[config.mk]
export PLATFORM = sky130hd
export DESIGN_NAME = pix_grab_top
export DESIGN_NICKNAME = d
export VERILOG_FILES = /design/src/rtl/pg_pkg.sv /design/src/rtl/pg_frame_pos.sv /design/src/rtl/pg_grab_ctrl.sv /design/src/rtl/pix_grab_top.sv
export SDC_FILE = /design/constraint.sdc
export NUM_CORES = 1
export LEC_CHECK = 0
export ABC_AREA = 1
export ABC_CLOCK_PERIOD_IN_PS = 1330
export CORE_MARGIN = 3
export CORE_UTILIZATION = 35
export DETAILED_ROUTE_END_ITERATION = 6
export PLACE_DENSITY = 0.58
export RECOVER_POWER = 25
export SYNTH_ARGS = -nofsm -noshare
export SYNTH_HDL_FRONTEND = slang
export SYNTH_SLANG_ARGS = --single-unit
[constraint.sdc]
create_clock -name clk -period 1.33 [get_ports clk]
set_input_delay 0.133 -clock clk [delete_from_list [all_inputs] [get_ports clk]]
set_output_delay 0.133 -clock clk [all_outputs]
set_load 0.01 [all_outputs]
[src/rtl/pg_pkg.sv]
package pg_pkg;
  localparam int DEF_SIDE  = 19;
  localparam int DEF_PIX_W = 7;
endpackage

[src/rtl/pg_frame_pos.sv]
module pg_frame_pos #(
  parameter int SIDE  = pg_pkg::DEF_SIDE,
  localparam int NPIX  = SIDE * SIDE,
  localparam int POS_W = $clog2(NPIX + 1)
) (
  input  logic             clk,
  input  logic             rst,
  input  logic             frame_start,
  input  logic             pix_strobe,
  output logic [POS_W-1:0] cur_pos
);
  logic [POS_W-1:0] cnt_q;

  // position of a strobe in this cycle; frame_start restarts at 0
  assign cur_pos = frame_start ? '0 : cnt_q;

  always_ff @(posedge clk) begin
    if (rst) begin
      cnt_q <= POS_W'(NPIX);
    end else if (pix_strobe) begin
      // saturate at NPIX so overlong frames never alias back to low indices
      cnt_q <= (cur_pos == POS_W'(NPIX)) ? cur_pos : cur_pos + 1'b1;
    end else begin
      cnt_q <= cur_pos;
    end
  end
endmodule

[src/rtl/pg_grab_ctrl.sv]
module pg_grab_ctrl #(
  parameter int SIDE  = pg_pkg::DEF_SIDE,
  parameter int PIX_W = pg_pkg::DEF_PIX_W,
  localparam int NPIX  = SIDE * SIDE,
  localparam int POS_W = $clog2(NPIX + 1)
) (
  input  logic             clk,
  input  logic             rst,
  input  logic             frame_start,
  input  logic             pix_strobe,
  input  logic [PIX_W-1:0] pix_value,
  input  logic [POS_W-1:0] cur_pos,
  input  logic             reg_rd,
  input  logic             reg_wr,
  output logic             valid_q,
  output logic [PIX_W-1:0] pix_q,
  output logic [POS_W-1:0] idx_q
);
  logic wait_q;
  logic armed;
  logic take;
  logic [POS_W-1:0] idx_next;

  assign armed    = frame_start || !wait_q;
  assign take     = pix_strobe && armed && !valid_q && (cur_pos == idx_q);
  assign idx_next = (idx_q == POS_W'(NPIX - 1)) ? '0 : idx_q + 1'b1;

  always_ff @(posedge clk) begin
    if (rst) begin
      idx_q   <= '0;
      valid_q <= 1'b0;
      pix_q   <= '0;
      wait_q  <= 1'b1;
    end else if (reg_wr) begin
      idx_q   <= '0;
      valid_q <= 1'b0;
      wait_q  <= 1'b1;
    end else begin
      if (frame_start) wait_q <= 1'b0;
      if (take) begin
        valid_q <= 1'b1;
        pix_q   <= pix_value;
        wait_q  <= 1'b1;
      end else if (reg_rd && valid_q) begin
        valid_q <= 1'b0;
        idx_q   <= idx_next;
      end
    end
  end
endmodule

[src/rtl/pix_grab_top.sv]
module pix_grab_top #(
  parameter int SIDE  = pg_pkg::DEF_SIDE,
  parameter int PIX_W = pg_pkg::DEF_PIX_W,
  localparam int NPIX  = SIDE * SIDE,
  localparam int POS_W = $clog2(NPIX + 1)
) (
  input  logic             clk,
  input  logic             rst,
  input  logic             frame_start,
  input  logic             pix_strobe,
  input  logic [PIX_W-1:0] pix_value,
  input  logic             reg_rd,
  input  logic             reg_wr,
  output logic [PIX_W:0]   rd_data
);
  logic [POS_W-1:0] cur_pos;
  logic             valid_w;
  logic [PIX_W-1:0] pix_w;
  logic [POS_W-1:0] idx_w;

  pg_frame_pos #(.SIDE(SIDE)) u_pos (
    .clk(clk), .rst(rst), .frame_start(frame_start),
    .pix_strobe(pix_strobe), .cur_pos(cur_pos)
  );

  pg_grab_ctrl #(.SIDE(SIDE), .PIX_W(PIX_W)) u_ctrl (
    .clk(clk), .rst(rst), .frame_start(frame_start), .pix_strobe(pix_strobe),
    .pix_value(pix_value), .cur_pos(cur_pos), .reg_rd(reg_rd), .reg_wr(reg_wr),
    .valid_q(valid_w), .pix_q(pix_w), .idx_q(idx_w)
  );

  always_ff @(posedge clk) begin
    if (rst)         rd_data <= '0;
    else if (reg_rd) rd_data <= valid_w ? {1'b1, pix_w} : '0;
  end
endmodule

==> results_dict.tcl, run 1 <==
set metrics [dict create \
    gp_congestion 0.801 \
    crit_family "buffers and inverters" \
    cts.sink_count 35 \
    cts-root-buf "clkbuf_8" \
    cp.required_ps 1520 \
    drc 0 \
    hold_viol 0 \
    ant_nets 0 \
    reg2regPathDepth 7 \
    design_area_sq_um 3070 \
    synth_fa_ha_area_frac 0.0122 \
    rsz0062_at_grt "true" \
    worstPathArrival_ps 1630 \
    cts.htree.levels 2 \
    synth_simple_gate_area_share 0.433 \
    synth.avg_cell_area_sq_um 6.69 \
    crit_path_end "u_ctrl.idx_q[3]" \
    netlist_area_sq_um 2050 \
    vdd_ir_drop_max_uv 424 \
    power.leakage_nw 1.42 \
    top_layer "met4" \
    worst-path-stages 7 \
    r2r-start "u_ctrl.valid_q" \
    viasPerCell 4.75 \
    synth_area_leader_cell "dfxtp_1" \
    min_period_over_period 1.09 \
    wl_met1_um 2650 \
    synth-xor-area-share 0.0213 \
    std_cell_rows 27 \
    startpoint_type "flip-flop" \
    rr_endpoint "u_ctrl.idx_q[3]" \
    startpoint "u_ctrl.valid_q" \
    placed_cell_area_sq_um 2750 \
    setup-violations-final 15 \
    die-area_sq_um 6830 \
    dr.pass1.iters 4 \
    reg2reg_slack_ps -110 \
    slew_headroom 0.778 \
    finalCoreUtilization 0.548 \
    drv_slew 0 \
    io_buffers 20 \
    crit_buf_inv 3 \
    diodes 0 \
    worst_slew_pin_slew_ps 332 \
    clk_latency_ps 300 \
    antenna_found_initial 0 \
    ys_ff_latch 35 \
    grt_pass1_wl_um 9490 \
    netlist.area_leader.share 0.341 \
    synth.area.mux_share 0 \
    grt_max_degree 12 \
    fillCellCount 579 \
    outcome "finished, violations left" \
    min-delay-start "pix_strobe" \
    end_kind "flip-flop" \
    post-route-min-period_ps 1440 \
    fmaxAchievable_mhz 692 \
    path_cells "buf_4 > buf_4 > nand2_1 > clkbuf_1 > o21ai_0 > nand2_1 > a21oi_1" \
    syn-num-nets 322 \
    synth.area.top_cells "dfxtp_1, nand2_1, inv_1" \
    post_drt_wl_per_cell_um 12.7 \
    synth_warnings 0 \
    nNetsFinal 405 \
    wl_met3_um 215 \
    area_delta_synth_final_pct 49.6 \
    synth_cell_type_count 34 \
    clk_pin_slew_ps 80 \
    critical_path_class "reg -> reg" \
    worst_slack_ps -115 \
    synth_top_family_by_area "simple AND/OR/NAND/NOR gates" \
    synth_cells 307 \
    finClkSkew_ps 5.97 \
    p_per_area_nw_per_um2 724 \
    dp.cells 447 \
    regArea_sq_um 732 \
    die_x_um 82.6 \
    gr-total-overflow 0 \
    setup_tns_ps -937 \
    cts_inserted_buffers 5 \
    die_h_um 82.6 \
    drt_iter0_markers 137 \
    met2_length_um 2920 \
    cts_tree "done" \
    vias 2201 \
    dp_hpwl_um 4340 \
    ys_seq_area_frac 0.341 \
    cp_max_fo 7 \
    io_pins 21 \
    grt_pass1_vias 2056 \
    cap_violations 0 \
    hold_path_class "in -> reg" \
    grt_use_total 0.184 \
    wirelength_um 5880 \
    failed_checks "setup timing" \
    postCtsHoldBufs 0 \
    coreArea_sq_um 5610 \
    clock_path_buffers 2 \
    drive_gt1_frac 0.353 \
    multiInputGateArea_sq_um 1260 \
    synth-compound-area-share 0.0840 \
    slowest_stage "dfxtp_2" \
    max_stage_delay_ps 330 \
    final_cells 463 \
    start_util 0.366 \
]
## kinds of logic (layout without fill, tap and decap cells)
kind of cell               after synthesis  count (layout)
AOI/OAI and AO/OA                       34              34
buffers and inverters                   53             137
xor gates and xnor gates                 5               5
and+or+nand+nor                        178             178
adders and majority gates                2               2
DFF                                     35              35
## power breakdown
part	internal (mW)	switching, mW
Clock	0.366	0.412
Combinational	0.177	0.182
Sequential	1.06	0.0245
Total	1.61	0.618
## placed cells by master (no fill, tap or decap), drive strengths merged
master	n
nor3b	1
nor2	32
buf	63
dlygate4sd2	2
nor3	4
clkdlybuf4s50	14
and3	2
nand4	10
nor4	1
o211ai	1
nand3b	3
inv	44
nand2	101
clkinvlp	1
clkinv	2
xnor2	1
a21oi	20
nand3	22
clkbuf	7
o21ai	13
clkdlybuf4s15	1
or2	2
xor2	4
clkdlybuf4s25	3
dfxtp	35
ha	2
## synth_stat cells, drive strengths merged
cell type / n
xor2: 4
xnor2: 1
clkinv: 2
nand2: 101
dfxtp: 35
and3: 2
nor3b: 1
nand3b: 3
a21oi: 20
nand3: 22
buf: 5
clkbuf: 3
ha: 2
o21ai: 13
nand4: 10
nor2: 32
o211ai: 1
nor3: 4
or2: 2
nor4: 1
inv: 43
## per-layer routing
metal  GRT usage  vias up
li1            -     1137
met1       0.233     1015
met2       0.314       42
met3      0.0325        7
met4      0.0605        0
met5           0        -
## flip-flops by register name (all words and copies together), names as in the netlist
signal          count
rd_data             8
u_ctrl.wait_q       1
u_ctrl.idx_q        9
u_ctrl.valid_q      1
u_pos.cnt_q         9
u_ctrl.pix_q        7
## worst min-delay path, cell delays in order
cell           delay (ps)
dlygate4sd2_1         220
buf_4                 120
buf_4                 130
o211ai_1               90
## layout make-up
type                       instances  area share
multi-input combinational        219       0.410
sequential                        35       0.238
timing repair buffer              84       0.238
inverter                          45      0.0566
tap                               72      0.0293
clock buffer                       6      0.0236
clock inverter                     2     0.00407
## stage by stage
step                setup WS (ps)  hold WS [ps]  total power [mW]
detailed placement           -583           455              1.45
global route                 -196           479              2.32
floorplan                    23.9           320              1.29
global placement             -544           448              1.45
finish                       -115           440              2.23
CTS                         -51.3           442              2.25
## how the worst min path moves through the flow
stage / end / slack, ps / cells past startpoint
after global routing: rd_data[2] / 480 / 2
final: u_pos.cnt_q[3] / 440 / 4
after detailed placement: rd_data[4] / 450 / 2
after floorplan: u_ctrl.pix_q[0] / 320 / 3
after global placement: rd_data[0] / 450 / 2
after CTS: u_pos.cnt_q[3] / 440 / 4
## timing repair
item | 4_1_cts | 5_1_grt
buffers inserted | 4 | 4
gates resized for setup | 42 | 30
setup endpoints to repair | 23 | 24
pin swaps | 23 | 28
Power figures use the tool's default switching activity.
==> run 2, diff against run 1 <==
CELL_PAD_IN_SITES_DETAIL_PLACEMENT = 0   (was default)
CELL_PAD_IN_SITES_GLOBAL_PLACEMENT = 2   (was default)
CORE_UTILIZATION = 28   (was 35)
PLACE_DENSITY = 0.77   (was 0.58)
==> results_dict.tcl, run 2 (synthesis gave the netlist of run 1 again) <==
set metrics [dict create \
    grt.busiest_layer "met2" \
    internal-power_mw 1.63 \
    cp_max_fo 8 \
    power_switching_mw 0.593 \
    die_h_um 91.7 \
    p_per_area_nw_per_um2 732 \
    hold_viol 0 \
    grt_max_degree 18 \
    post_drt_wl_per_cell_um 11.7 \
    nNetsFinal 402 \
    power.share.switching 0.266 \
    drv_slew 0 \
    met2_usage 0.218 \
    cts-root-buf "clkbuf_8" \
    worstPathArrival_ps 1520 \
    report.power.total_mw 2.23 \
    cts_tree "done" \
    cts.sink_count 35 \
    rsz0062_at_grt "true" \
    critical_path_class "reg -> reg" \
    dp_hpwl_um 4370 \
    drc 0 \
    use_met1 0.198 \
    diodes 0 \
    end_kind "flip-flop" \
    pre_cts_slack_ps -628 \
    layout_commonest_cell "nand2_1" \
    gr-total-overflow 0 \
    finClkSkew_ps 6.02 \
    worst_slack_ps 0.0931 \
    vias 2110 \
    cp.required_ps 1520 \
    cts.htree.levels 2 \
    vdd_ir_drop_max_uv 362 \
    clock_path_buffers 2 \
    outcome "complete, no violations" \
    die-area_sq_um 8400 \
    io_pins 21 \
    seq_power_share 0.488 \
    startpoint_type "flip-flop" \
    gp_congestion 0.788 \
    drt_iter0_markers 60 \
    pwr-share-clk 0.357 \
    cap_violations 0 \
    setup-violations-final 0 \
    grt_pass1_vias 1955 \
    reg_top3 "u_ctrl.idx_q (9), u_pos.cnt_q (9), rd_data (8)" \
    fmaxAchievable_mhz 752 \
    regArea_sq_um 743 \
    slew_headroom 0.811 \
    hold_path_class "in -> reg" \
    whs_ps 355 \
    dr.pass1.iters 4 \
    drive_gt1_frac 0.351 \
    std_cell_rows 30 \
    postCtsHoldBufs 0 \
    comb_power_share 0.155 \
    final_cells 483 \
    multiInputGateArea_sq_um 1240 \
    area_delta_synth_final_pct 48.1 \
    use_met3 0.0263 \
    post-route-min-period_ps 1330 \
    coreArea_sq_um 6940 \
    antenna_found_initial 0 \
    ant_nets 0 \
    layout_common_cells "nand2_1, buf_4, inv_1" \
    fillCellCount 758 \
    clk_pin_slew_ps 70 \
    io_buffers 20 \
    cts_inserted_buffers 5 \
    wirelength_um 5680 \
    grt_pass1_wl_um 9260 \
    setup_tns_ps 0 \
    power.leakage_nw 1.37 \
    grt_use_total 0.141 \
    clk_latency_ps 290 \
    dp.cells 468 \
    viasPerCell 4.37 \
    start_util 0.296 \
    min_period_over_period 1.00 \
    worst_slew_pin_slew_ps 281 \
    die_x_um 91.7 \
]
[run 2: changes by cell type in the layout (fill, tap and decap cells not counted), moves of 2 or more]
cell             change
clkbuf_1             -2
inv_4                -2
buf_12               -3
dfxtp_4              +3
clkdlybuf4s50_1      -2
dfxtp_1              -3
clkdlybuf4s25_1      +2
[run 2: critical path, stage by stage, from the launching register on]
cell,delay (ps)
dfxtp_4,360
buf_4,140
nand2_2,60
inv_1,30
nor2_1,100
nand2_1,90
nor2_4,220
nand4_1,110
nand2_1,80
nor2_1,30
[run 2: layer usage]
metal | part of all wire | vias up
li1 | - | 1139
met1 | 0.50 | 941
met2 | 0.46 | 28
met3 | 0.035 | 2
met4 | 0.0076 | 0
met5 | 0 | -
[run 2: timing repair]
| action | CTS | global route |
|---|---|---|
| setup endpoints to repair | 21 | 26 |
| resized for setup | 30 | 42 |
| buffers inserted | 1 | 8 |
| pin swaps | 13 | 25 |
| cloned | 0 | 0 |
[run 2: path summary, 6_finish.rpt]
| check | start | to | slack, ps | depth (start not counted) |
|---|---|---|---|---|
| setup / recovery | u_ctrl.idx_q[1] | u_ctrl.pix_q[0] | 0.09 | 9 |
| hold / removal | pix_strobe | u_pos.cnt_q[4] | 350 | 3 |
| setup reg to reg | u_ctrl.idx_q[1] | u_ctrl.pix_q[0] | 0.09 | 9 |
| hold reg to reg | u_ctrl.pix_q[0] | rd_data[0] | 460 | 2 |
[run 2: through the flow]
step           cell area [sq um]  utilization
2_1_floorplan               2060            -
3_3_place_gp                2720        0.392
3_5_place_dp                2720        0.392
4_1_cts                     2870        0.413
5_1_grt                     3040        0.438
6_report                    3040        0.438
[run 2: power by group through the flow]
stage               clock, mW  sequential (mW)  combinational [mW]
CTS                     0.831             1.09               0.317
global route            0.868             1.09               0.382
global placement            0             1.12               0.308
floorplan                   0             1.11               0.176
finish                  0.795             1.09               0.344
detailed placement          0             1.12               0.308
[run 2: final cells by class]
class                   instances  area share
inverters                      45      0.0572
well taps                      96      0.0395
clock inverters                 1     0.00165
clock buffers                   6      0.0271
repair buffers                 81       0.222
flip-flops and latches         35       0.244
multi-input cells             219       0.408
